<file path="src/rtl/msb_mult_pkg.sv">
package msb_mult_pkg;

    typedef enum logic [1:0] {
        SRC_PORT  = 2'd0,
        SRC_SELF  = 2'd1,
        SRC_CONST = 2'd2
    } bsrc_e;

    // Squaring wins if both variants are requested.
    function automatic bsrc_e pick_src(input bit square, input bit const_b);
        if (square)
            return SRC_SELF;
        else if (const_b)
            return SRC_CONST;
        else
            return SRC_PORT;
    endfunction

endpackage

</file>
<file path="src/rtl/msb_mult_operand.sv">
module msb_mult_operand import msb_mult_pkg::*; #(
    parameter int              A_W     = 8,
    parameter int              B_W     = 8,
    parameter int              EB_W    = 8,
    parameter bsrc_e           SRC     = SRC_PORT,
    parameter logic [B_W-1:0]  B_CONST = '0
) (
    input  logic [A_W-1:0]  a_i,
    input  logic [B_W-1:0]  b_i,
    output logic [EB_W-1:0] b_o
);

    case (SRC)
        SRC_SELF: begin : g_self
            assign b_o = a_i;
            logic unused_b;
            assign unused_b = ^b_i;
        end
        SRC_CONST: begin : g_const
            assign b_o = B_CONST;
            logic unused_ab;
            assign unused_ab = ^{a_i, b_i};
        end
        default: begin : g_port
            assign b_o = b_i;
            logic unused_a;
            assign unused_a = ^a_i;
        end
    endcase

endmodule

</file>
<file path="src/rtl/msb_mult_product.sv">
module msb_mult_product #(
    parameter int A_W       = 8,
    parameter int B_W       = 8,
    parameter bit IS_SIGNED = 1'b0,
    localparam int FW       = A_W + B_W
) (
    input  logic [A_W-1:0] a_i,
    input  logic [B_W-1:0] b_i,
    output logic [FW-1:0]  p_o
);

    logic [FW-1:0] a_ext;
    logic [FW-1:0] b_ext;

    // Both operands are widened to the product width first; the low FW bits
    // of the widened product are exact for either signedness.
    if (IS_SIGNED) begin : g_sext
        assign a_ext = {{(FW-A_W){a_i[A_W-1]}}, a_i};
        assign b_ext = {{(FW-B_W){b_i[B_W-1]}}, b_i};
    end else begin : g_zext
        assign a_ext = {{(FW-A_W){1'b0}}, a_i};
        assign b_ext = {{(FW-B_W){1'b0}}, b_i};
    end

    assign p_o = a_ext * b_ext;

endmodule

</file>
<file path="src/rtl/msb_mult_trim.sv">
module msb_mult_trim #(
    parameter int FW        = 16,
    parameter int OW        = 16,
    parameter bit IS_SIGNED = 1'b0
) (
    input  logic [FW-1:0] p_i,
    output logic [OW-1:0] r_o
);

    if (OW < FW) begin : g_msb
        assign r_o = p_i[FW-1 -: OW];
        logic unused_lsb;
        assign unused_lsb = ^p_i[FW-OW-1:0];
    end else if (OW == FW) begin : g_full
        assign r_o = p_i;
    end else if (IS_SIGNED) begin : g_sign_fill
        assign r_o = {{(OW-FW){p_i[FW-1]}}, p_i};
    end else begin : g_zero_fill
        assign r_o = {{(OW-FW){1'b0}}, p_i};
    end

endmodule

</file>
<file path="src/rtl/msb_mult_pipe.sv">
module msb_mult_pipe #(
    parameter int W     = 16,
    parameter int DEPTH = 1
) (
    input  logic         clk,
    input  logic         aclr,
    input  logic         sclr,
    input  logic         ce,
    input  logic [W-1:0] d_i,
    output logic [W-1:0] q_o
);

    if (DEPTH == 0) begin : g_comb
        assign q_o = d_i;
        logic unused_ctl;
        assign unused_ctl = ^{clk, aclr, sclr, ce};
    end else begin : g_regs
        logic [W-1:0] stg [DEPTH];

        always_ff @(posedge clk or posedge aclr) begin
            if (aclr) begin
                for (int i = 0; i < DEPTH; i++)
                    stg[i] <= '0;
            end else if (sclr) begin
                for (int i = 0; i < DEPTH; i++)
                    stg[i] <= '0;
            end else if (ce) begin
                stg[0] <= d_i;
                for (int i = 1; i < DEPTH; i++)
                    stg[i] <= stg[i-1];
            end
        end

        assign q_o = stg[DEPTH-1];
    end

endmodule

</file>
<file path="src/rtl/msb_multiplier.sv">
module msb_multiplier import msb_mult_pkg::*; #(
    parameter int             A_W       = 8,
    parameter int             B_W       = 8,
    parameter int             RES_W     = 16,
    parameter bit             IS_SIGNED = 1'b0,
    parameter bit             SQUARE    = 1'b0,
    parameter bit             CONST_B   = 1'b0,
    parameter logic [B_W-1:0] B_CONST   = '0,
    parameter int             LATENCY   = 1,
    localparam bsrc_e         SRC       = pick_src(SQUARE, CONST_B),
    localparam int            EB_W      = (SRC == SRC_SELF) ? A_W : B_W,
    localparam int            FULL_W    = A_W + EB_W,
    localparam int            OUT_W     = (RES_W == 0) ? FULL_W : RES_W
) (
    input  logic             clk,
    input  logic             aclr,
    input  logic             sclr,
    input  logic             ce,
    input  logic [A_W-1:0]   a_in,
    input  logic [B_W-1:0]   b_in,
    output logic [OUT_W-1:0] p_out
);

    logic [EB_W-1:0]   b_eff;
    logic [FULL_W-1:0] prod_full;
    logic [OUT_W-1:0]  prod_trim;

    msb_mult_operand #(
        .A_W     (A_W),
        .B_W     (B_W),
        .EB_W    (EB_W),
        .SRC     (SRC),
        .B_CONST (B_CONST)
    ) u_operand (
        .a_i (a_in),
        .b_i (b_in),
        .b_o (b_eff)
    );

    msb_mult_product #(
        .A_W       (A_W),
        .B_W       (EB_W),
        .IS_SIGNED (IS_SIGNED)
    ) u_product (
        .a_i (a_in),
        .b_i (b_eff),
        .p_o (prod_full)
    );

    // Trimming ahead of the stages keeps each stage OUT_W bits wide.
    msb_mult_trim #(
        .FW        (FULL_W),
        .OW        (OUT_W),
        .IS_SIGNED (IS_SIGNED)
    ) u_trim (
        .p_i (prod_full),
        .r_o (prod_trim)
    );

    msb_mult_pipe #(
        .W     (OUT_W),
        .DEPTH (LATENCY)
    ) u_pipe (
        .clk  (clk),
        .aclr (aclr),
        .sclr (sclr),
        .ce   (ce),
        .d_i  (prod_trim),
        .q_o  (p_out)
    );

endmodule

</file>
<file path="config.mk">
export PLATFORM = sky130hd
export DESIGN_NAME = msb_multiplier
export DESIGN_NICKNAME = d
export VERILOG_FILES = /design/src/rtl/msb_mult_pkg.sv /design/src/rtl/msb_mult_operand.sv /design/src/rtl/msb_mult_product.sv /design/src/rtl/msb_mult_trim.sv /design/src/rtl/msb_mult_pipe.sv /design/src/rtl/msb_multiplier.sv
export SDC_FILE = /design/constraint.sdc
export NUM_CORES = 1
export LEC_CHECK = 0
export BUFFER_PORTS_ARGS = -buffer_cell sky130_fd_sc_hd__clkbuf_2
export CORE_MARGIN = 10
export CORE_UTILIZATION = 28
export CTS_CLUSTER_SIZE = 10
export DETAILED_ROUTE_END_ITERATION = 16
export GPL_ROUTABILITY_DRIVEN = 0
export GPL_TIMING_DRIVEN = 0
export PLACE_DENSITY = 0.48
export SLEW_MARGIN = 20
export SYNTH_ARGS = -nofsm -noshare
export SYNTH_HDL_FRONTEND = slang
export SYNTH_HIERARCHICAL = 1
export SYNTH_SLANG_ARGS = --single-unit
export TNS_END_PERCENT = 20
</file>
<file path="constraint.sdc">
create_clock -name clk -period 1.46 [get_ports clk]
set_input_delay 0.292 -clock clk [delete_from_list [all_inputs] [get_ports clk]]
set_output_delay 0.292 -clock clk [all_outputs]
set_load 0.05 [all_outputs]
</file>
==> summary.md, run 1 <==
| Metric | Value |
|---|---|
| Status | finished, violations left |
| Failing checks | negative setup slack |
| Core area | 10320 sq um |
| Critical path arrival | 4.10 ns |
| Post-Route WL | 6.369 mm |
| # DRC | 0 |
| Max reg flops | 16 |
| Comb power frac | 0.821 |
| Worst slew margin | 0.5797 |
| Internal | 2.870 mW |
| First-pass GRT wire length | 10.94 mm |
| Slew Limit Fails | 0 |
| Dominant cells by area after synthesis | fa_1 24%, ha_1 15%, dfrtp_1 13%, and2_1 11%, inv_1 6.3% |
| Max Root-Sink Buffers | 2 |
| Total CTS buffers | 3 |
| Hold WC Path Type | in -> async |
| Setup TNS | -25.99 ns |
| Die H | 123.0 um |
| Yosys top cell by area | fa_1 |
| Clock group share of total power | 0.062 |
| Synth unique cells | 37 |
| Leakage power | 1.878 nW |
| Pre-antenna DRT Iters | 4 |
| Routed WL per cell | 13.00 um |
| Crit path largest cell delay | 0.57 ns |
| Setup WS post-layout | -2.468 ns |
| Largest net degree at the start of global routing | 17 |
| Synth async-reset ratio | 1.000 |
| Die Area | 15130 sq um |
| Max-Cap Viols | 0 |
| CTS tree | yes |
| ANT cells | 0 |
| RSZ-0062 raised after global routing | true |
| Critical path depth | 17 |
| Critical Path Source Type | input pin |
| Fmax | 254.6 MHz |
| Layout Skew | 0 ns |
| Post-synth top cells | 50 x and2_1, 50 x inv_1, 36 x fa_1, 36 x ha_1, 24 x buf_4 |
| Final min period | 3.928 ns |
| Global route overflow | 0 |
| Synth Warn # | 6 |
| Sw power | 2.320 mW |
| Dpl hpwl | 5.361 mm |
| Placement row count | 37 |
| R2R depth | 2 |
| Antenna Nets Post-Route | 0 |
| Via count | 2134 |
| Vias per cell | 4.355 |
| Fin nets | 448 |
| Final period util | 2.690 |
| Layout cells sized above 1 | 0.2853 |
| TritonCTS Sinks | 16 |
| Register area share after synthesis | 0.1348 |
| Root Driver | clkbuf_8 |
| RR Startpoint | u_pipe/q_o[5]$_DFFE_PP0P_ |
| Area Overhead vs Synth | 22.03% |
| Post-layout util | 0.3511 |
| Flop-to-flop setup slack | 0.76 ns |
| Predominant post-synthesis flop cell | dfrtp_1 |
| Register Area | 400.4 sq um |
| Register share of total power | 0.118 |
| Worst Path Max Fanout | 8 |
| Crit-path cells | clkbuf_8 > and2_4 > fa_1 > fa_1 > fa_1 > inv_1 > fa_1 > inv_2 > ha_4 > buf_6 > a211o_1 > o22a_1 > and3_4 > a211oi_2 > buf_4 > mux2i_1 > nor2_1 |
| Delay-heaviest family, CP | adder cells |
| Starting Density | 0.2877 |
| Worst-path clk slew | 0.06 ns |
| Final hold violations | 0 |
| Syn Nets | 412 |
| Initial antenna violation count | 0 |
| Seq cells post-synth | 16 |
| Setup-failing EPs final | 14 |
| Worst-Skew Late Latency | 0.24 ns |
| Maximum VDD drop | 0.5961 mV |
| Total GRT Usage | 0.08680 |
| PwrDens | 1432 nW/um^2 |
| Mapped Avg Cell Area | 9.282 sq um |
| CP endpoint kind | flip-flop |
| Critical path class | in -> reg |
| Cell mode on critical path | fa_1 |
| Ports | 36 |
| DIE WIDTH | 123.0 um |
| CP max stage cell | fa_1 |
| Layout fillers | 1079 |
| CP Buf/Inv Count | 5 |
| Critical path data required time | 1.64 ns |
| Gate Count Post-Synth | 320 |
| Actual slew at the worst max-slew pin | 0.6298 ns |
| PortBufs | 25 |
| Post-synth top area share | 0.2426 |
| H-tree depth | 1 |
| Multi-input gate area | 2327 sq um |
| Switching Share | 0.4470 |
| R2R Path End | u_pipe/q_o[5]$_DFFE_PP0P_ |
| Vias in the first global route | 2347 |
| Initial DRC count | 88 |
| Mapped cell area | 2970 sq um |
| Number of synthesized flops with an enable pin | 0 |
layout by cell type (no fill, tap or decap), drive strengths merged, types with 2 or more instances in the layout:
cell / instances
nand2: 20
mux2i: 16
dfrtp: 16
o21ai: 3
a211o: 3
xor2: 4
buf: 36
ha: 36
inv: 50
fa: 36
and3: 3
o21a: 4
nor3: 2
xnor2: 7
a21o: 2
clkbuf: 26
nor2: 22
a21oi: 6
and2: 50
power by group through the flow:
stage               combinational (mW)  sequential (mW)  clock (mW)
floorplan                         2.78            0.990           0
global placement                  3.81            0.618           0
detailed placement                3.83            0.622           0
CTS                               4.11            0.615       0.340
global route                      4.76            0.627       0.360
finish                            4.26            0.612       0.320
through the flow:
| stage | total power [mW] | cells | setup WS (ns) | hold WS [ns] | area, sq um |
|---|---|---|---|---|---|
| CTS | 5.062 | 488 | -2.445 | 0.1105 | 3538 |
| global placement | 4.428 | 481 | -2.778 | 0.3751 | 3317 |
| floorplan | 3.773 | 320 | -2.497 | 0.2057 | 3022 |
| finish | 5.190 | 490 | -2.468 | 0.1020 | 3625 |
| global route | 5.744 | 490 | -2.610 | 0.1635 | 3625 |
| detailed placement | 4.449 | 481 | -2.815 | 0.3813 | 3317 |
per-layer routing:
| layer | global-route usage | wire (um) |
|---|---|---|
| met5 | 0 | 0 |
| met4 | 0.01019 | 19 |
| met3 | 0.01595 | 217 |
| met2 | 0.1499 | 3231 |
| met1 | 0.1135 | 2900 |
worst max-delay path by stage:
stage             from                    endpoint  slack, ns
6_report       a_in[4]  u_pipe/q_o[15]$_DFFE_PP0P_      -2.47
5_1_grt        a_in[6]  u_pipe/q_o[15]$_DFFE_PP0P_      -2.61
4_1_cts        b_in[5]  u_pipe/q_o[14]$_DFFE_PP0P_      -2.45
3_5_place_dp   a_in[6]  u_pipe/q_o[15]$_DFFE_PP0P_      -2.82
3_3_place_gp   a_in[6]  u_pipe/q_o[15]$_DFFE_PP0P_      -2.78
2_1_floorplan  b_in[5]  u_pipe/q_o[14]$_DFFE_PP0P_      -2.50
repair_timing:
item / in CTS / in global routing
pin swaps: 15 / 12
resized for setup: 32 / 22
hold endpoints to repair: 0 / 0
setup endpoints to repair: 14 / 14
buffers inserted: 5 / 3
hold buffers: 0 / 0
cell families (layout without fill, tap and decap cells):
logic type / count (synthesis) / in the layout / share of synthesized area
buffers and inverters: 78 / 112 / 0.1373
multiplexers: 16 / 16 / 0.05392
AND/OR/NAND/NOR: 103 / 103 / 0.1858
flip-flops: 16 / 16 / 0.1348
adder cells (fa/ha/maj): 72 / 72 / 0.3943
AO/OA/AOI/OAI: 24 / 24 / 0.06150
XOR/XNOR: 11 / 11 / 0.03243
final cells by class:
class / count / share of cell area
buffer: 26 / 0.06179
clock buffer: 3 / 0.01139
inverter: 50 / 0.05178
multi-input combinational: 226 / 0.6420
sequential: 16 / 0.1105
tap: 136 / 0.04695
timing repair buffer: 33 / 0.07560
(Power assumes the default switching activity.)
==> run 2, diff against run 1 <==
--- a/config.mk
+++ b/config.mk
@@ -8,10 +8,10 @@
 export BUFFER_PORTS_ARGS = -buffer_cell sky130_fd_sc_hd__clkbuf_2
 export CORE_MARGIN = 10
-export CORE_UTILIZATION = 28
+export CORE_UTILIZATION = 45
 export CTS_CLUSTER_SIZE = 10
 export DETAILED_ROUTE_END_ITERATION = 16
 export GPL_ROUTABILITY_DRIVEN = 0
 export GPL_TIMING_DRIVEN = 0
-export PLACE_DENSITY = 0.48
+export PLACE_DENSITY = 0.68
 export SLEW_MARGIN = 20
 export SYNTH_ARGS = -nofsm -noshare
@@ -19,3 +19,3 @@
 export SYNTH_HIERARCHICAL = 1
 export SYNTH_SLANG_ARGS = --single-unit
-export TNS_END_PERCENT = 20
+export TNS_END_PERCENT = 50
==> constraint.sdc (replaced) <==
create_clock -name clk -period 1.46 [get_ports clk]
set_input_delay 0.292 -clock clk [delete_from_list [all_inputs] [get_ports clk]]
set_output_delay 0.292 -clock clk [all_outputs]
set_load 0.1 [all_outputs]
==> run 2 against run 1 <==
  * The flow still finishes with violations (negative setup slack)
  * Worst setup slack better by 0.14 ns
  * Utilization is 21 points higher
  * Via count is 3.3% higher
  * Sequential power is 0.8% lower
  * Fmax is 3.7% higher
==> summary.md, run 2 (synthesis gave the netlist of run 1 again) <==
| Metric | Value |
|---|---|
| Max reg flops | 16 (unchanged) |
| Die Area | 10250 sq um (was 15130 sq um) |
| H-tree depth | 1 (unchanged) |
| Layout fillers | 598 (was 1079) |
| Overall power | 5.405 mW (was 5.190 mW) |
| Critical Path Source Type | input pin (unchanged) |
| # DRC | 0 (unchanged) |
| Final min period | 3.788 ns (was 3.928 ns) |
| Global route overflow | 0 (unchanged) |
| Die H | 101.2 um (was 123.0 um) |
| CP Buf/Inv Count | 5 (unchanged) |
| Delay-heaviest family, CP | adder cells (unchanged) |
| Most frequent cells in the layout | 47 x inv_1, 40 x and2_1, 34 x fa_1, 29 x buf_4, 27 x ha_1 (was 45 x inv_1, 40 x and2_1, 34 x fa_1, 28 x ha_1, 25 x buf_4) |
| Critical path data required time | 1.64 ns (about the same) |
| Final period util | 2.594 (was 2.690) |
| Critical path class | in -> reg (unchanged) |
| Placed insts | 422 (was 481) |
| Vias in the first global route | 2254 (was 2347) |
| Actual slew at the worst max-slew pin | 0.6418 ns (was 0.6298 ns) |
| Root Driver | clkbuf_8 (unchanged) |
| Commonest non-fill, non-tap cell in the layout | inv_1 (unchanged) |
| CTS tree | yes (unchanged) |
| Area Overhead vs Synth | 21.06% (was 22.03%) |
| Setup-failing EPs final | 14 (unchanged) |
| Largest net degree at the start of global routing | 17 (unchanged) |
| Non-filler instance count after layout | 434 (was 490) |
| Hold WC Path Type | in -> async (unchanged) |
| Status | finished, violations left (unchanged) |
| DIE WIDTH | 101.2 um (was 123.0 um) |
| PortBufs | 25 (unchanged) |
| Critical path depth | 18 (was 17) |
| Worst-path clk slew | 0.06 ns (about the same) |
| Maximum VDD drop | 0.9206 mV (was 0.5961 mV) |
| CP endpoint kind | flip-flop (unchanged) |
| TritonCTS Sinks | 16 (unchanged) |
| R2R Path End | u_pipe/q_o[3]$_DFFE_PP0P_ (was u_pipe/q_o[5]$_DFFE_PP0P_) |
| Ports | 36 (unchanged) |
| R2R depth | 2 (unchanged) |
| Total GRT Usage | 0.1227 (was 0.08680) |
| Total CTS buffers | 3 (unchanged) |
| Worst-Skew Late Latency | 0.25 ns (was 0.24 ns) |
| Critical path arrival | 3.97 ns (was 4.10 ns) |
| Flop-to-flop setup slack | 0.75 ns (was 0.76 ns) |
| Worst slew margin | 0.5716 (was 0.5797) |
| Placement row count | 29 (was 37) |
| PwrDens | 1503 nW/um^2 (was 1432 nW/um^2) |
| Fmax | 264.0 MHz (was 254.6 MHz) |
| CP max stage cell | fa_1 (unchanged) |
| Layout Skew | 0 ns (unchanged) |
| ANT cells | 0 (unchanged) |
| Antenna Nets Post-Route | 0 (unchanged) |
| Leakage power | 1.895 nW (was 1.878 nW) |
| Via count | 2204 (was 2134) |
| RSZ-0062 raised after global routing | true (unchanged) |
| Worst Path Max Fanout | 8 (unchanged) |
| Dpl hpwl | 4.951 mm (was 5.361 mm) |
| Fin nets | 451 (was 448) |
| Initial DRC count | 64 (was 88) |
| Slew Limit Fails | 0 (unchanged) |
| Vias per cell | 5.078 (was 4.355) |
| Crit-path cells | buf_12 > and2_4 > fa_1 > inv_1 > fa_1 > inv_1 > fa_1 > inv_1 > fa_1 > inv_2 > ha_4 > a21o_1 > a21oi_2 > nand3_2 > and3_4 > a211oi_2 > mux2i_1 > nor2_1 (was clkbuf_8 > and2_4 > fa_1 > fa_1 > fa_1 > inv_1 > fa_1 > inv_2 > ha_4 > buf_6 > a211o_1 > o22a_1 > and3_4 > a211oi_2 > buf_4 > mux2i_1 > nor2_1) |
| Routed WL per cell | 14.44 um (was 13.00 um) |
| Setup WS post-layout | -2.328 ns (was -2.468 ns) |
| Core area | 6386 sq um (was 10320 sq um) |
| Failing checks | negative setup slack (unchanged) |
| Initial antenna violation count | 0 (unchanged) |
| First-pass GRT wire length | 10.43 mm (was 10.94 mm) |
| Layout cells sized above 1 | 0.2997 (was 0.2853) |
| Cell mode on critical path | fa_1 (unchanged) |
| RR Startpoint | u_pipe/q_o[3]$_DFFE_PP0P_ (was u_pipe/q_o[5]$_DFFE_PP0P_) |
| Max Root-Sink Buffers | 2 (unchanged) |
| Max-Cap Viols | 0 (unchanged) |
| Hold-fix buffers, CTS | 0 (unchanged) |
| Starting Density | 0.4651 (was 0.2877) |
| Pre-antenna DRT Iters | 5 (was 4) |
| Post-Route WL | 6.268 mm (was 6.369 mm) |
| Crit path largest cell delay | 0.53 ns (was 0.57 ns) |
| Final hold violations | 0 (unchanged) |
[run 2: final cells by class]
type	instances	area, sq um	share of cell area
clock buffers	3	41.29	0.01148
well taps	77	96.34	0.02679
inverters	50	187.7	0.05219
multi-input cells	226	2360	0.6562
flip-flops and latches	16	400.4	0.1113
repair buffers	40	306.5	0.08525
plain buffers	22	203.9	0.05672
[run 2: timing repair]
item	4_1_cts	5_1_grt
endpoints found under the setup margin	14	14
buffers inserted	13	2
pin swaps	45	21
resized for setup	32	16
[run 2: how the worst max path moves through the flow]
stage,start,endpoint,slack (ns)
3_5_place_dp,a_in[3],u_pipe/q_o[15]$_DFFE_PP0P_,-2.82
6_report,b_in[4],u_pipe/q_o[15]$_DFFE_PP0P_,-2.33
4_1_cts,a_in[5],u_pipe/q_o[12]$_DFFE_PP0P_,-2.39
2_1_floorplan,b_in[4],u_pipe/q_o[15]$_DFFE_PP0P_,-2.53
5_1_grt,b_in[4],u_pipe/q_o[15]$_DFFE_PP0P_,-2.50
3_3_place_gp,a_in[3],u_pipe/q_o[15]$_DFFE_PP0P_,-2.77
[run 2: metrics by stage]
step                      setup WS (ns)  hold WS (ns)    util  setup TNS (ns)  area, sq um
after floorplan                  -2.535        0.2057       -          -28.10         3040
after CTS                        -2.386        0.1214  0.5482          -26.67         3501
after global placement           -2.773        0.3649  0.5108          -30.97         3262
after detailed placement         -2.821        0.3921  0.5108          -31.38         3262
final                            -2.328        0.1017  0.5631          -25.68         3596
after global routing             -2.498        0.1593  0.5631          -27.53         3596
[run 2: layer usage]
| layer | track usage | vias up | wire, um | share of wire |
|---|---|---|---|---|
| met5 | 0 | - | 0 | 0 |
| met3 | 0.02314 | 6 | 212 | 0.034 |
| met4 | 0.01501 | 0 | 45 | 0.0072 |
| li1 | - | 1061 | - | - |
| met1 | 0.1486 | 1107 | 2600 | 0.41 |
| met2 | 0.2246 | 30 | 3409 | 0.54 |
[run 2: report_power, final]
| group | switching (mW) | internal (mW) | leakage, nW |
|---|---|---|---|
| combinational | 2.53 | 1.95 | 1.66 |
| sequential | 0.0541 | 0.553 | 0.214 |
| clock | 0.143 | 0.183 | 0.0216 |
==> run 3, diff against run 2 <==
==> constraint.sdc (replaced) <==
create_clock -name clk -period 1.46 [get_ports clk]
set_input_delay 0.073 -clock clk [delete_from_list [all_inputs] [get_ports clk]]
set_output_delay 0.073 -clock clk [all_outputs]
set_load 0.1 [all_outputs]
==> run 3 against run 2 <==
  * The run still ends with negative setup slack left
  * Sequential share of layout area is essentially flat
  * Die area is the same
  * Final cell count shrank 0.23%
  * Critical path depth is the same
  * Hold slack gained 0.072 ns
  * Utilization grew 0.14 points
  * Global-route usage shrank 0.13 points
  * Critical endpoint unchanged
  * Largest cell class unchanged
==> summary.md, run 3 (synthesis gave the netlist of run 1 again) <==
| Metric | Value |
|---|---|
| RSZ-0062 raised after global routing | true (unchanged) |
| Fin nets | 450 (was 451) |
| RR Startpoint | u_pipe/q_o[3]$_DFFE_PP0P_ (unchanged) |
| Layout fillers | 599 (was 598) |
| # DRC | 0 (unchanged) |
| DP Area | 3262 sq um (unchanged) |
| Placement row count | 29 (unchanged) |
| Comb power frac | 0.827 (about the same) |
| R2R depth | 2 (unchanged) |
| Clock group share of total power | 0.061 (was 0.060) |
| Max-Cap Viols | 0 (unchanged) |
| Setup-failing EPs final | 13 (was 14) |
| Pre-antenna DRT Iters | 4 (was 5) |
| H-tree depth | 1 (unchanged) |
| Most frequent cells in the layout | 47 x inv_1, 42 x and2_1, 34 x fa_1, 26 x ha_1, 25 x buf_4 (was 47 x inv_1, 40 x and2_1, 34 x fa_1, 29 x buf_4, 27 x ha_1) |
| Worst-Skew Late Latency | 0.25 ns (about the same) |
| Sw power | 2.726 mW (was 2.724 mW) |
| Initial antenna violation count | 0 (unchanged) |
| PortBufs | 25 (unchanged) |
| Worst slew margin | 0.5738 (was 0.5716) |
| Setup TNS | -22.60 ns (was -25.68 ns) |
| Core area | 6386 sq um (unchanged) |
| CP endpoint kind | flip-flop (unchanged) |
| ANT cells | 0 (unchanged) |
| Hold path start | ce |
| TritonCTS Sinks | 16 (unchanged) |
| Root Driver | clkbuf_8 (unchanged) |
| Dpl hpwl | 4.951 mm (unchanged) |
| Overall power | 5.386 mW (was 5.405 mW) |
| Total CTS buffers | 3 (unchanged) |
| Critical path data required time | 1.64 ns (about the same) |
| Worst Path Max Fanout | 8 (unchanged) |
| Ports | 36 (unchanged) |
| Post-layout util | 0.5645 (was 0.5631) |
| Fin area | 3605 sq um (was 3596 sq um) |
| Crit path to | u_pipe/q_o[15]$_DFFE_PP0P_ (unchanged) |
| Vias per cell | 5.030 (was 5.078) |
| PwrDens | 1494 nW/um^2 (was 1503 nW/um^2) |
| Starting Density | 0.4651 (unchanged) |
| Critical Path Source Type | input pin (unchanged) |
| Fmax | 280.0 MHz (was 264.0 MHz) |
| Switching Share | 0.5061 (was 0.5039) |
| Final min period | 3.572 ns (was 3.788 ns) |
| Antenna Nets Post-Route | 0 (unchanged) |
| Die Area | 10250 sq um (unchanged) |
| Leakage power | 1.890 nW (was 1.895 nW) |
| Commonest non-fill, non-tap cell in the layout | inv_1 (unchanged) |
| Area Overhead vs Synth | 21.36% (was 21.06%) |
| Crit. Startpoint | b_in[4] (unchanged) |
| DIE WIDTH | 101.2 um (unchanged) |
| Flop-to-flop setup slack | 0.75 ns (about the same) |
| Final hold violations | 0 (unchanged) |
| Critical path arrival | 3.75 ns (was 3.97 ns) |
| Total GRT Usage | 0.1215 (was 0.1227) |
| Slew Limit Fails | 0 (unchanged) |
| Max Root-Sink Buffers | 2 (unchanged) |
| Internal | 2.660 mW (was 2.681 mW) |
| Layout Skew | 0 ns (unchanged) |
| Final period util | 2.446 (was 2.594) |
| Worst-path clk slew | 0.06 ns (about the same) |
| CTS tree | yes (unchanged) |
| R2R Path End | u_pipe/q_o[3]$_DFFE_PP0P_ (unchanged) |
| Critical path class | in -> reg (unchanged) |
| Initial DRC count | 72 (was 64) |
| Die H | 101.2 um (unchanged) |
| Routed WL per cell | 14.24 um (was 14.44 um) |
| Failing checks | negative setup slack (unchanged) |
| Actual slew at the worst max-slew pin | 0.6386 ns (was 0.6418 ns) |
| First-pass GRT wire length | 10.34 mm (was 10.43 mm) |
| Pre-CTS setup slack | -2.602 ns (was -2.821 ns) |
| Global route overflow | 0 (unchanged) |
| Max reg flops | 16 (unchanged) |
| Status | finished, violations left (unchanged) |
| Hold WC Path Type | in -> reg (was in -> async) |
| Register share of total power | 0.113 (was 0.112) |
| Setup WS post-layout | -2.112 ns (was -2.328 ns) |
| Largest net degree at the start of global routing | 17 (unchanged) |
| Layout cells sized above 1 | 0.2949 (was 0.2997) |
| Maximum VDD drop | 0.9117 mV (was 0.9206 mV) |
| Via count | 2178 (was 2204) |
| Vias in the first global route | 2243 (was 2254) |
| Post-Route WL | 6.165 mm (was 6.268 mm) |
run 3: changes by cell type in the layout (fill, tap and decap cells not counted):
cell and delta:
ha_1 -1, clkbuf_8 -1, dlygate4sd3_1 +1, and2_4 -2, buf_4 -4, clkbuf_4 +1, buf_6 +2, xnor2_2 +1
a211o_4 +1, a211o_2 -1, ha_2 +1, xnor2_1 -1, and2_1 +2
run 3: worst min-delay path by stage:
stage / endpoint / depth (start not counted)
global route: u_pipe/q_o[14]$_DFFE_PP0P_ / 3
finish: u_pipe/q_o[14]$_DFFE_PP0P_ / 3
CTS: u_pipe/q_o[15]$_DFFE_PP0P_ / 3
detailed placement: u_pipe/q_o[8]$_DFFE_PP0P_ / 2
floorplan: u_pipe/q_o[0]$_DFFE_PP0P_ / 1
global placement: u_pipe/q_o[9]$_DFFE_PP0P_ / 2
run 3: what timing repair did:
action / CTS / global route
pin swaps: 45 / 32
hold endpoints to repair: 16 / 0
cloned: 0 / 0
resized for setup: 31 / 18
setup buffers: 13 / 2
setup endpoints to repair: 14 / 14
hold buffers: 1 / 0
run 3: worst max-delay path, cell delays in order:
cell      delay (ns)
buf_12          0.11
and2_4          0.15
fa_1            0.53
inv_1           0.05
fa_1            0.47
inv_1           0.05
fa_1            0.47
inv_1           0.05
fa_1            0.49
inv_2           0.05
ha_4            0.21
a21o_1          0.19
a21oi_2         0.17
nand3_2         0.11
and3_4          0.16
a211oi_2        0.20
mux2i_1         0.10
nor2_1          0.10
run 3: area by class of cell:
type / count / area, sq um / share of cell area
multi-input cells: 226 / 2372 / 0.6581
well taps: 77 / 96.34 / 0.02673
repair buffers: 41 / 317.8 / 0.08816
inverters: 50 / 187.7 / 0.05207
plain buffers: 20 / 188.9 / 0.05241
clock buffers: 3 / 41.29 / 0.01145
flip-flops and latches: 16 / 400.4 / 0.1111
run 3: metrics by stage:
step                hold slack (ns)  std cells
CTS                          0.1674        433
finish                       0.1734        433
detailed placement           0.1731        422
global route                 0.1919        433
global placement             0.1459        422
floorplan                  -0.01326        320
run 3: power by group through the flow:
| stage | combinational [mW] | sequential [mW] | clock, mW |
|---|---|---|---|
| floorplan | 2.85 | 1.39 | 0 |
| global placement | 4.24 | 0.613 | 0 |
| detailed placement | 4.28 | 0.616 | 0 |
| CTS | 4.40 | 0.609 | 0.336 |
| global route | 4.90 | 0.622 | 0.359 |
| finish | 4.45 | 0.607 | 0.326 |
run 3: per-layer routing:
layer	vias to the layer above	share of wire	wire, um	global-route usage
li1	1056	-	-	-
met1	1092	0.43	2639	0.1490
met2	26	0.53	3277	0.2197
met3	4	0.036	219	0.02314
met4	0	0.0047	29	0.01501
met5	-	0	0	0
